### config.mk
export PLATFORM = sky130hd
export DESIGN_NAME = wrap_burst_gen
export DESIGN_NICKNAME = d
export VERILOG_FILES = /design/src/rtl/bmg_pkg.sv /design/src/rtl/bmg_ctrl.sv /design/src/rtl/bmg_datapath.sv /design/src/rtl/wrap_burst_gen.sv
export SDC_FILE = /design/constraint.sdc
export NUM_CORES = 1
export LEC_CHECK = 0
export BUFFER_PORTS_ARGS = -buffer_cell sky130_fd_sc_hd__buf_2
export CAP_MARGIN = 20
export CORE_MARGIN = 2
export CORE_UTILIZATION = 50
export CTS_CLUSTER_DIAMETER = 200
export DETAILED_ROUTE_END_ITERATION = 6
export PLACE_DENSITY = 0.8
export SLEW_MARGIN = 10
export SYNTH_ARGS = -nofsm -noshare
export SYNTH_HDL_FRONTEND = slang
export SYNTH_HIERARCHICAL = 1
export SYNTH_SLANG_ARGS = --single-unit
### constraint.sdc
create_clock -name clk -period 4.8 [get_ports clk]
set_input_delay 1.2 -clock clk [delete_from_list [all_inputs] [get_ports clk]]
set_output_delay 1.2 -clock clk [all_outputs]
set_load 0.005 [all_outputs]
### src/rtl/bmg_pkg.sv
package bmg_pkg;
  localparam int LANES      = 4;
  localparam int WIDE_BYTES = 8;
  localparam int BURST_WIDE = 4;

  localparam int LANE_W     = $clog2(LANES);
  localparam int OFF_W      = $clog2(WIDE_BYTES);
  localparam int BIDX_W     = $clog2(BURST_WIDE);
  localparam int LINE_LSB   = OFF_W + BIDX_W;
  localparam int HALVES     = WIDE_BYTES / LANES;
  localparam int HALF_W     = $clog2(HALVES);
  localparam int NARROW_MAX = BURST_WIDE * HALVES;
  localparam int CNT_W      = $clog2(NARROW_MAX);
  localparam int SIZE_W     = OFF_W + 1;

  typedef struct packed {
    logic load;
    logic beat;
    logic last;
  } ctrlStrb_t;
endpackage

### src/rtl/bmg_ctrl.sv
module bmg_ctrl
  import bmg_pkg::*;
(
  input  logic             clk,
  input  logic             rstN,
  input  logic             reqValid,
  input  logic             reqBurst,
  input  logic             reqLegal,
  output logic             reqReady,
  output logic             errPulse,
  output ctrlStrb_t        strb,
  output logic [CNT_W-1:0] beatCnt
);
  logic             busy;
  logic [CNT_W-1:0] lastIdx;
  logic             accept;
  logic             atLast;

  assign accept = reqValid && !busy;
  assign atLast = (beatCnt == lastIdx);

  always_comb begin
    strb.load = accept && reqLegal;
    strb.beat = busy;
    strb.last = busy && atLast;
  end

  assign reqReady = !busy;

  always_ff @(posedge clk) begin
    if (!rstN) begin
      busy     <= 1'b0;
      beatCnt  <= '0;
      lastIdx  <= '0;
      errPulse <= 1'b0;
    end else begin
      errPulse <= accept && !reqLegal;
      if (strb.load) begin
        busy    <= 1'b1;
        beatCnt <= '0;
        lastIdx <= reqBurst ? CNT_W'(NARROW_MAX - 1) : CNT_W'(HALVES - 1);
      end else if (busy) begin
        if (atLast) busy <= 1'b0;
        else        beatCnt <= beatCnt + 1'b1;
      end
    end
  end
endmodule

### src/rtl/bmg_datapath.sv
module bmg_datapath
  import bmg_pkg::*;
#(
  parameter int ADDR_W = 32
) (
  input  logic              clk,
  input  logic              rstN,
  input  logic [ADDR_W-1:0] reqAddr,
  input  logic              reqBurst,
  input  logic [SIZE_W-1:0] reqSize,
  input  ctrlStrb_t         strb,
  input  logic [CNT_W-1:0]  beatCnt,
  output logic              reqLegal,
  output logic              memValid,
  output logic [ADDR_W-1:0] memAddr,
  output logic [LANES-1:0]  dataMask,
  output logic              memLast,
  output logic              singleDone
);
  logic [ADDR_W-1:LINE_LSB] lineQ;
  logic [BIDX_W-1:0]        startQ;
  logic [OFF_W-1:0]         offQ;
  logic [SIZE_W-1:0]        sizeQ;
  logic                     burstQ;

  logic [SIZE_W:0]          reqEnd;
  logic [SIZE_W:0]          endQ;
  logic [BIDX_W-1:0]        wideIdx;
  logic [HALF_W-1:0]        half;

  assign reqEnd   = (SIZE_W+1)'(reqAddr[OFF_W-1:0]) + (SIZE_W+1)'(reqSize);
  assign reqLegal = reqBurst || ((reqSize != '0) && (reqEnd <= (SIZE_W+1)'(WIDE_BYTES)));

  always_ff @(posedge clk) begin
    if (!rstN) begin
      lineQ  <= '0;
      startQ <= '0;
      offQ   <= '0;
      sizeQ  <= '0;
      burstQ <= 1'b0;
    end else if (strb.load) begin
      lineQ  <= reqAddr[ADDR_W-1:LINE_LSB];
      startQ <= reqAddr[LINE_LSB-1:OFF_W];
      offQ   <= reqAddr[OFF_W-1:0];
      sizeQ  <= reqSize;
      burstQ <= reqBurst;
    end
  end

  assign half    = beatCnt[HALF_W-1:0];
  assign wideIdx = burstQ ? startQ + beatCnt[CNT_W-1:HALF_W] : startQ;
  assign memAddr = {lineQ, wideIdx, half, LANE_W'(0)};
  assign endQ    = (SIZE_W+1)'(offQ) + (SIZE_W+1)'(sizeQ);

  for (genvar l = 0; l < LANES; l++) begin : g_lane
    logic [OFF_W-1:0] bytePos;
    logic             inRange;
    assign bytePos     = {half, LANE_W'(l)};
    assign inRange     = (bytePos >= offQ) && ((SIZE_W+1)'(bytePos) < endQ);
    assign dataMask[l] = strb.beat && !burstQ && !inRange;
  end

  assign memValid   = strb.beat;
  assign memLast    = strb.last;
  assign singleDone = strb.last && !burstQ;
endmodule

### src/rtl/wrap_burst_gen.sv
module wrap_burst_gen
  import bmg_pkg::*;
#(
  parameter int ADDR_W = 32
) (
  input  logic              clk,
  input  logic              rstN,
  input  logic              reqValid,
  output logic              reqReady,
  input  logic [ADDR_W-1:0] reqAddr,
  input  logic              reqBurst,
  input  logic [SIZE_W-1:0] reqSize,
  output logic              reqErr,
  output logic              memValid,
  output logic [ADDR_W-1:0] memAddr,
  output logic [LANES-1:0]  dataMask,
  output logic              memLast,
  output logic              singleDone
);
  ctrlStrb_t        strb;
  logic [CNT_W-1:0] beatCnt;
  logic             reqLegal;

  bmg_ctrl u_ctrl (
    .clk      (clk),
    .rstN     (rstN),
    .reqValid (reqValid),
    .reqBurst (reqBurst),
    .reqLegal (reqLegal),
    .reqReady (reqReady),
    .errPulse (reqErr),
    .strb     (strb),
    .beatCnt  (beatCnt)
  );

  bmg_datapath #(.ADDR_W(ADDR_W)) u_dp (
    .clk        (clk),
    .rstN       (rstN),
    .reqAddr    (reqAddr),
    .reqBurst   (reqBurst),
    .reqSize    (reqSize),
    .strb       (strb),
    .beatCnt    (beatCnt),
    .reqLegal   (reqLegal),
    .memValid   (memValid),
    .memAddr    (memAddr),
    .dataMask   (dataMask),
    .memLast    (memLast),
    .singleDone (singleDone)
  );
endmodule

==> results of run 1 <==
-- layout make-up --
type	count	area, µm²
fill	352	1620
sequential	44	881
multi-input combinational	153	1240
inverter	10	37.5
clock buffer	7	86.3
tap	52	65.1
clock inverter	1	7.51
timing repair buffer	79	410
-- logic make-up after synthesis --
logic type,after synthesis,synth area share (%)
XOR/XNOR,6,2.67
AND/OR/NAND/NOR,67,18.0
multiplexers,39,17.4
AO/OA/AOI/OAI,25,8.40
buffers and inverters,24,5.68
adder cells (fa/ha/maj),14,8.46
other,1,0.167
flip-flops,44,39.2
-- metal layers --
| layer | global-route usage [%] | part of all wire, % |
|---|---|---|
| met5 | 0 | 0 |
| met4 | 7.13 | 1.5 |
| met3 | 6.84 | 8.5 |
| met2 | 30.6 | 45 |
| met1 | 23.6 | 45 |
-- layout by cell type (no fill, tap or decap), drive strengths merged --
master,netlist,layout
o31ai,2,2
a32oi,1,1
o32ai,4,4
xnor2,2,2
clkinvlp,0,1
dfxtp,44,44
xor2,4,4
o21ba,1,1
and2,1,1
nand3b,2,2
mux2i,38,38
nor4,2,2
o311a,1,1
nor4bb,1,1
a31oi,3,3
nor3,2,2
clkbuf,4,7
nor2b,42,42
mux2,1,1
nand3,6,6
a211oi,1,1
a21oi,4,4
a21o,2,2
fa,2,2
or4,1,1
conb,1,2
a21boi,4,4
or2b,1,1
nand2,6,6
buf,10,79
o22ai,1,1
inv,10,10
o21a,1,1
ha,12,12
nor3b,1,1
nand2b,2,2
-- worst register-to-register path, stage by stage, from the launching register on --
cell	delay, ns
dfxtp_1	0.38
nand3b_1	0.34
inv_2	0.14
buf_12	0.27
mux2i_1	0.28
nor2b_1	0.07
-- worst paths after layout --
path | depth (start not counted) | to
setup / recovery | 12 | u_dp/lineQ[17]
hold / removal | 2 | u_dp/lineQ[10]
setup reg to reg | 5 | u_dp/lineQ[17]
hold reg to reg | 2 | u_dp/lineQ[10]
-- metrics by stage --
stage	std cells	hold WS (ns)	power (µW)	instance area, µm²	setup slack, ns
final	346	0.520	837	2730	1.24
after CTS	346	0.524	846	2730	1.27
after global routing	346	0.551	884	2730	1.09
after global placement	338	0.491	598	2640	1.13
after detailed placement	338	0.501	604	2640	0.971
after floorplan	221	0.487	543	2250	1.30
-- sequential cells by signal, summed over array words and instances (netlist names) --
signal           cells
u_ctrl/errPulse      1
u_dp/burstQ          1
u_dp/sizeQ           4
u_ctrl/beatCnt       3
u_dp/lineQ          27
u_dp/offQ            3
u_ctrl/lastIdx       2
u_ctrl/busy          1
u_dp/startQ          2
-- synth_stat cells --
library cell,number
nor2b_1,42
dfxtp_1,44
fa_1,2
a21boi_0,4
inv_1,10
nor4bb_1,1
nor3b_1,1
mux2_2,1
o21a_1,1
nand2_1,6
o311a_1,1
a21oi_1,4
ha_1,12
nand2b_1,2
o22ai_1,1
and2_1,1
a211oi_1,1
conb_1,1
a32oi_1,1
a31oi_1,3
xor2_1,3
xnor2_1,2
o21ba_2,1
or4_1,1
a21o_1,2
or2b_2,1
o31ai_1,1
o32ai_1,4
clkbuf_1,4
xor2_2,1
nand3_1,6
nor3_1,2
buf_4,10
nor4_1,2
nand3b_1,2
mux2i_1,38
o31ai_2,1
-- power breakdown --
| group | leakage, µW | total, µW | internal (µW) | switching, µW |
|---|---|---|---|---|
| sequential | 0.000360 | 411 | 392 | 19.6 |
| clock | 0.0000445 | 241 | 117 | 124 |
| combinational | 0.000867 | 184 | 95.9 | 88.4 |
| total | 0.00127 | 837 | 605 | 232 |
==> impl_metrics.json, run 1 <==
{
  "synth_top_cell_by_area": "dfxtp_1",
  "cts_setup_buffers": 0,
  "drive_gt1_share_pct": 31.3,
  "die_y_um": 71.1,
  "clk_path_buf_depth": 2,
  "path_cells": "buf_2 > ha_1 > fa_1 > xor2_1 > nor3_1 > nor3b_1 > nor3_1 > nand3b_1 > inv_2 > buf_12 > mux2i_1 > nor2b_1",
  "slowest_stage": "fa_1",
  "ys_warn_count": 6,
  "start_kind": "primary input",
  "cts_resized": 0,
  "synth_area_leaders": "dfxtp_1 39%, mux2i_1 17%, nor2b_1 12%, ha_1 6.7%, buf_4 3.3%",
  "status": "finished clean",
  "drcViolationCount": 0,
  "worst_path_dominant_cell_family": "simple AND/OR/NAND/NOR gates",
  "path_buf_inv": 3,
  "finish.utilization_pct": 62.7,
  "gp_congestion": 0.811,
  "r2r_start": "u_ctrl/busy",
  "root_buffer": "clkbuf_8",
  "die_x_um": 71.1,
  "worst_pin_slew_ns": 0.617,
  "startpoint": "reqAddr[0]",
  "clk_latency_ns": 0.30,
  "slew_viol_final": 0,
  "first_pass_iters": 4,
  "dpl.hpwl_um": 3270,
  "cpPeakStageDelay_ns": 0.41,
  "path_class": "primary input to flop",
  "cpMostUsedCell": "nor3_1",
  "design.die.area_um2": 5050,
  "ir_drop_uv": 200,
  "vias_per_cell": 5.06,
  "rows": 24,
  "io_pins": 81,
  "min-delay-start": "u_dp/lineQ[10]",
  "synth.distinct_cells": 37,
  "holdBufCountCts": 0,
  "ys_seq_elements": 44,
  "fp.coreArea_um2": 4350,
  "leakage_uw": 0.00127,
  "numClockSinks": 44,
  "routedWlPerCell_um": 13.0,
  "finalSetupViolCount": 0,
  "maxCapViolations": 0,
  "grt_overflow": 0,
  "grt_pass1_wl_um": 7710,
  "ant_nets": 0,
  "synthCells": 220,
  "path_clk_slew_ns": 0.08,
  "cts_max_level": 2,
  "finalClockSkew_ns": 0.00592,
  "critPathMaxFanout": 39,
  "syn_area_um2": 2250,
  "antenna_found_initial": 0,
  "clock.fmax_ghz": 0.281,
  "cts_buffers": 5,
  "totalWireLength_um": 4490,
  "grt_pass1_vias": 1743,
  "vias": 1752,
  "rsz0062_at_grt": "no",
  "grt_usage_pct": 19.1,
  "cts_tree": "built",
  "layout_min_cycle_time_ns": 3.56,
  "grt_max_degree": 47,
  "start_util_pct": 51.6,
  "final_hold_viol_count": 0,
  "nNetsFinal": 347,
  "crit_path_end_kind": "flop",
  "avgSynthCellArea_um2": 10.2,
  "min_period_over_period_pct": 74.2,
  "reg2reg_setup_slack_ns": 3.23,
  "holdCritPathClass": "flop to flop",
  "setup_tns_ns": 0,
  "cp_data_required_time_ns": 4.99,
  "critPathArrivalTime_ns": 3.76,
  "drt_iter0_markers": 31,
  "p_per_area_nw_per_um2": 306,
  "insertedDiodeCount": 0,
  "portBuffers": 78,
  "synthToLayoutAreaGrowth_pct": 21.5,
  "synth_top_area_share_pct": 39.2,
  "max_slew_margin_pct": 58.8,
  "yosysSeqAreaShare_pct": 39.2
}
Note: power is estimated with default switching activity, not from simulation.
==> run 2, diff against run 1 <==
--- a/config.mk
+++ b/config.mk
@@ -8,10 +8,10 @@
 export BUFFER_PORTS_ARGS = -buffer_cell sky130_fd_sc_hd__buf_2
 export CAP_MARGIN = 20
 export CORE_MARGIN = 2
-export CORE_UTILIZATION = 50
+export CORE_UTILIZATION = 49
 export CTS_CLUSTER_DIAMETER = 200
 export DETAILED_ROUTE_END_ITERATION = 6
-export PLACE_DENSITY = 0.8
+export PLACE_DENSITY = 0.79
 export SLEW_MARGIN = 10
 export SYNTH_ARGS = -nofsm -noshare
 export SYNTH_HDL_FRONTEND = slang
==> constraint.sdc (replaced) <==
create_clock -name clk -period 3.7 [get_ports clk]
set_input_delay 0.925 -clock clk [delete_from_list [all_inputs] [get_ports clk]]
set_output_delay 0.925 -clock clk [all_outputs]
set_load 0.005 [all_outputs]
==> run 2 against run 1 <==
Against the previous run:
- worst hold slack about the same
- via count up 3.0%
- utilization down 0.34 points
- sequential cell count unchanged
- largest power group unchanged
- final cell count up 0.29%
- critical path depth down 5
- first-iteration DRC count rose to 3.3 times the previous value
- critical endpoint is now dataMask[0]
- wire length down 2.5%
- clock power up 24%
- highest routed layer unchanged
- global-route usage down 1.2 points
- sequential power up 30%
==> impl_metrics.json, run 2 (synthesis results as in run 1) <==
{
  "antenna_found_initial": 0,
  "start_util_pct": 51.3,
  "rsz0062_at_grt": "no",
  "cpMostUsedCell": "ha_1",
  "min_period_over_period_pct": 86.8,
  "root_buffer": "clkbuf_8",
  "first_pass_iters": 4,
  "layout_common_cells": "78 x buf_2, 44 x dfxtp_1, 42 x nor2b_1",
  "final_hold_viol_count": 0,
  "routedWlPerCell_um": 12.6,
  "nNetsFinal": 348,
  "slew_viol_final": 0,
  "grt_usage_pct": 17.8,
  "insertedDiodeCount": 0,
  "die_y_um": 71.7,
  "ant_nets": 0,
  "holdCritPathClass": "flop to flop",
  "rows": 24,
  "grt_pass1_vias": 1714,
  "final_common_cell": "buf_2",
  "critPathArrivalTime_ns": 2.29,
  "gp_congestion": 0.837,
  "final_area_um2": 2740,
  "r2r_start": "u_ctrl/beatCnt[0]",
  "finalClockSkew_ns": 0.00514,
  "path_class": "flop to output port",
  "io_pins": 81,
  "die_x_um": 71.7,
  "path_clk_slew_ns": 0.07,
  "finalSetupViolCount": 0,
  "fp.coreArea_um2": 4380,
  "crit_path_end": "dataMask[0]",
  "drive_gt1_share_pct": 31.2,
  "worst_path_dominant_cell_family": "adder cells",
  "numClockSinks": 44,
  "crit_path_end_kind": "output port",
  "holdBufCountCts": 0,
  "slowest_stage": "fa_1",
  "cts_resized": 0,
  "cts_setup_buffers": 0,
  "path_buf_inv": 1,
  "holdWs_ns": 0.520,
  "max_slew_margin_pct": 58.4,
  "dpl.hpwl_um": 3270,
  "maxCapViolations": 0,
  "r2r_cells": 4,
  "status": "finished clean",
  "cts_tree": "built",
  "synthToLayoutAreaGrowth_pct": 21.6,
  "r2r_end": "u_ctrl/beatCnt[2]",
  "worst_pin_slew_ns": 0.624,
  "cts_buffers": 5,
  "top_register": "u_dp/lineQ",
  "reg2reg_setup_slack_ns": 2.25,
  "grt_pass1_wl_um": 7320,
  "leakage_uw": 0.00128,
  "cp.depth": 7,
  "vias_per_cell": 5.20,
  "clk_path_buf_depth": 2,
  "design.die.area_um2": 5150,
  "reg.largest.list": "u_dp/lineQ: 27 flops, u_dp/sizeQ: 4 flops",
  "cts_max_level": 2,
  "totalWireLength_um": 4380,
  "drt_iter0_markers": 103,
  "layout_min_cycle_time_ns": 3.21,
  "setup_tns_ns": 0,
  "vias": 1805,
  "cpPeakStageDelay_ns": 0.42,
  "startpoint": "u_dp/offQ[0]",
  "clock.fmax_ghz": 0.311,
  "p_per_area_nw_per_um2": 391,
  "portBuffers": 78,
  "cp_data_required_time_ns": 2.77,
  "drcViolationCount": 0,
  "grt_max_degree": 47,
  "start_kind": "flop",
  "clk_latency_ns": 0.28,
  "placed_area_um2": 2650,
  "grt_overflow": 0,
  "ir_drop_uv": 334,
  "critPathMaxFanout": 5,
  "largest_reg_flops": 27,
  "path_cells": "ha_1 > fa_1 > xor2_1 > ha_1 > a31oi_1 > o32ai_1 > buf_2"
}
## run 2: changes by cell type in the layout (fill, tap and decap cells not counted), sizes merged
cell	change
clkinvlp	-1
buf	+1
clkbuf	+1
## run 2: stage by stage
stage,total power (µW),setup WS (ns),std cells,util [%]
finish,1070,0.489,347,62.4
global route,1140,0.315,347,62.4
global placement,778,0.510,339,60.3
detailed placement,786,0.384,339,60.3
floorplan,705,0.473,221,-
CTS,1090,0.472,347,62.4
## run 2: where the power goes
part	leakage (µW)	internal [µW]	switching, µW
combinational	0.000872	126	113
sequential	0.000360	508	25.9
clock	0.0000455	152	146
total	0.00128	786	284
## run 2: area by class of cell
type                    instances  area [µm²]
repair buffers                 80         418
inverters                      10        37.5
multi-input cells             153        1240
fillers                       362        1650
flip-flops and latches         44         881
clock buffers                   8        90.1
well taps                      52        65.1
## run 2: worst min-delay path by stage
stage	start	to	cells past startpoint
after floorplan	u_dp/sizeQ[0]	u_dp/sizeQ[0]	2
after global placement	u_dp/lineQ[15]	u_dp/lineQ[15]	2
after detailed placement	u_dp/lineQ[7]	u_dp/lineQ[7]	2
after CTS	u_dp/lineQ[6]	u_dp/lineQ[6]	2
after global routing	u_dp/lineQ[26]	u_dp/lineQ[26]	2
final	u_dp/lineQ[6]	u_dp/lineQ[6]	2
## run 2: per-layer routing
layer	routed length (µm)	GRT usage [%]	up-vias
li1	-	-	905
met1	1960	22.2	836
met2	2020	29.0	60
met3	362	5.91	4
met4	33	6.29	0
met5	0	0	-
## run 2: worst register-to-register path, cell delays in order (launching register included)
cell	delay, ns
dfxtp_1	0.57
ha_1	0.21
nand2_1	0.08
and2_1	0.17
o311a_1	0.31
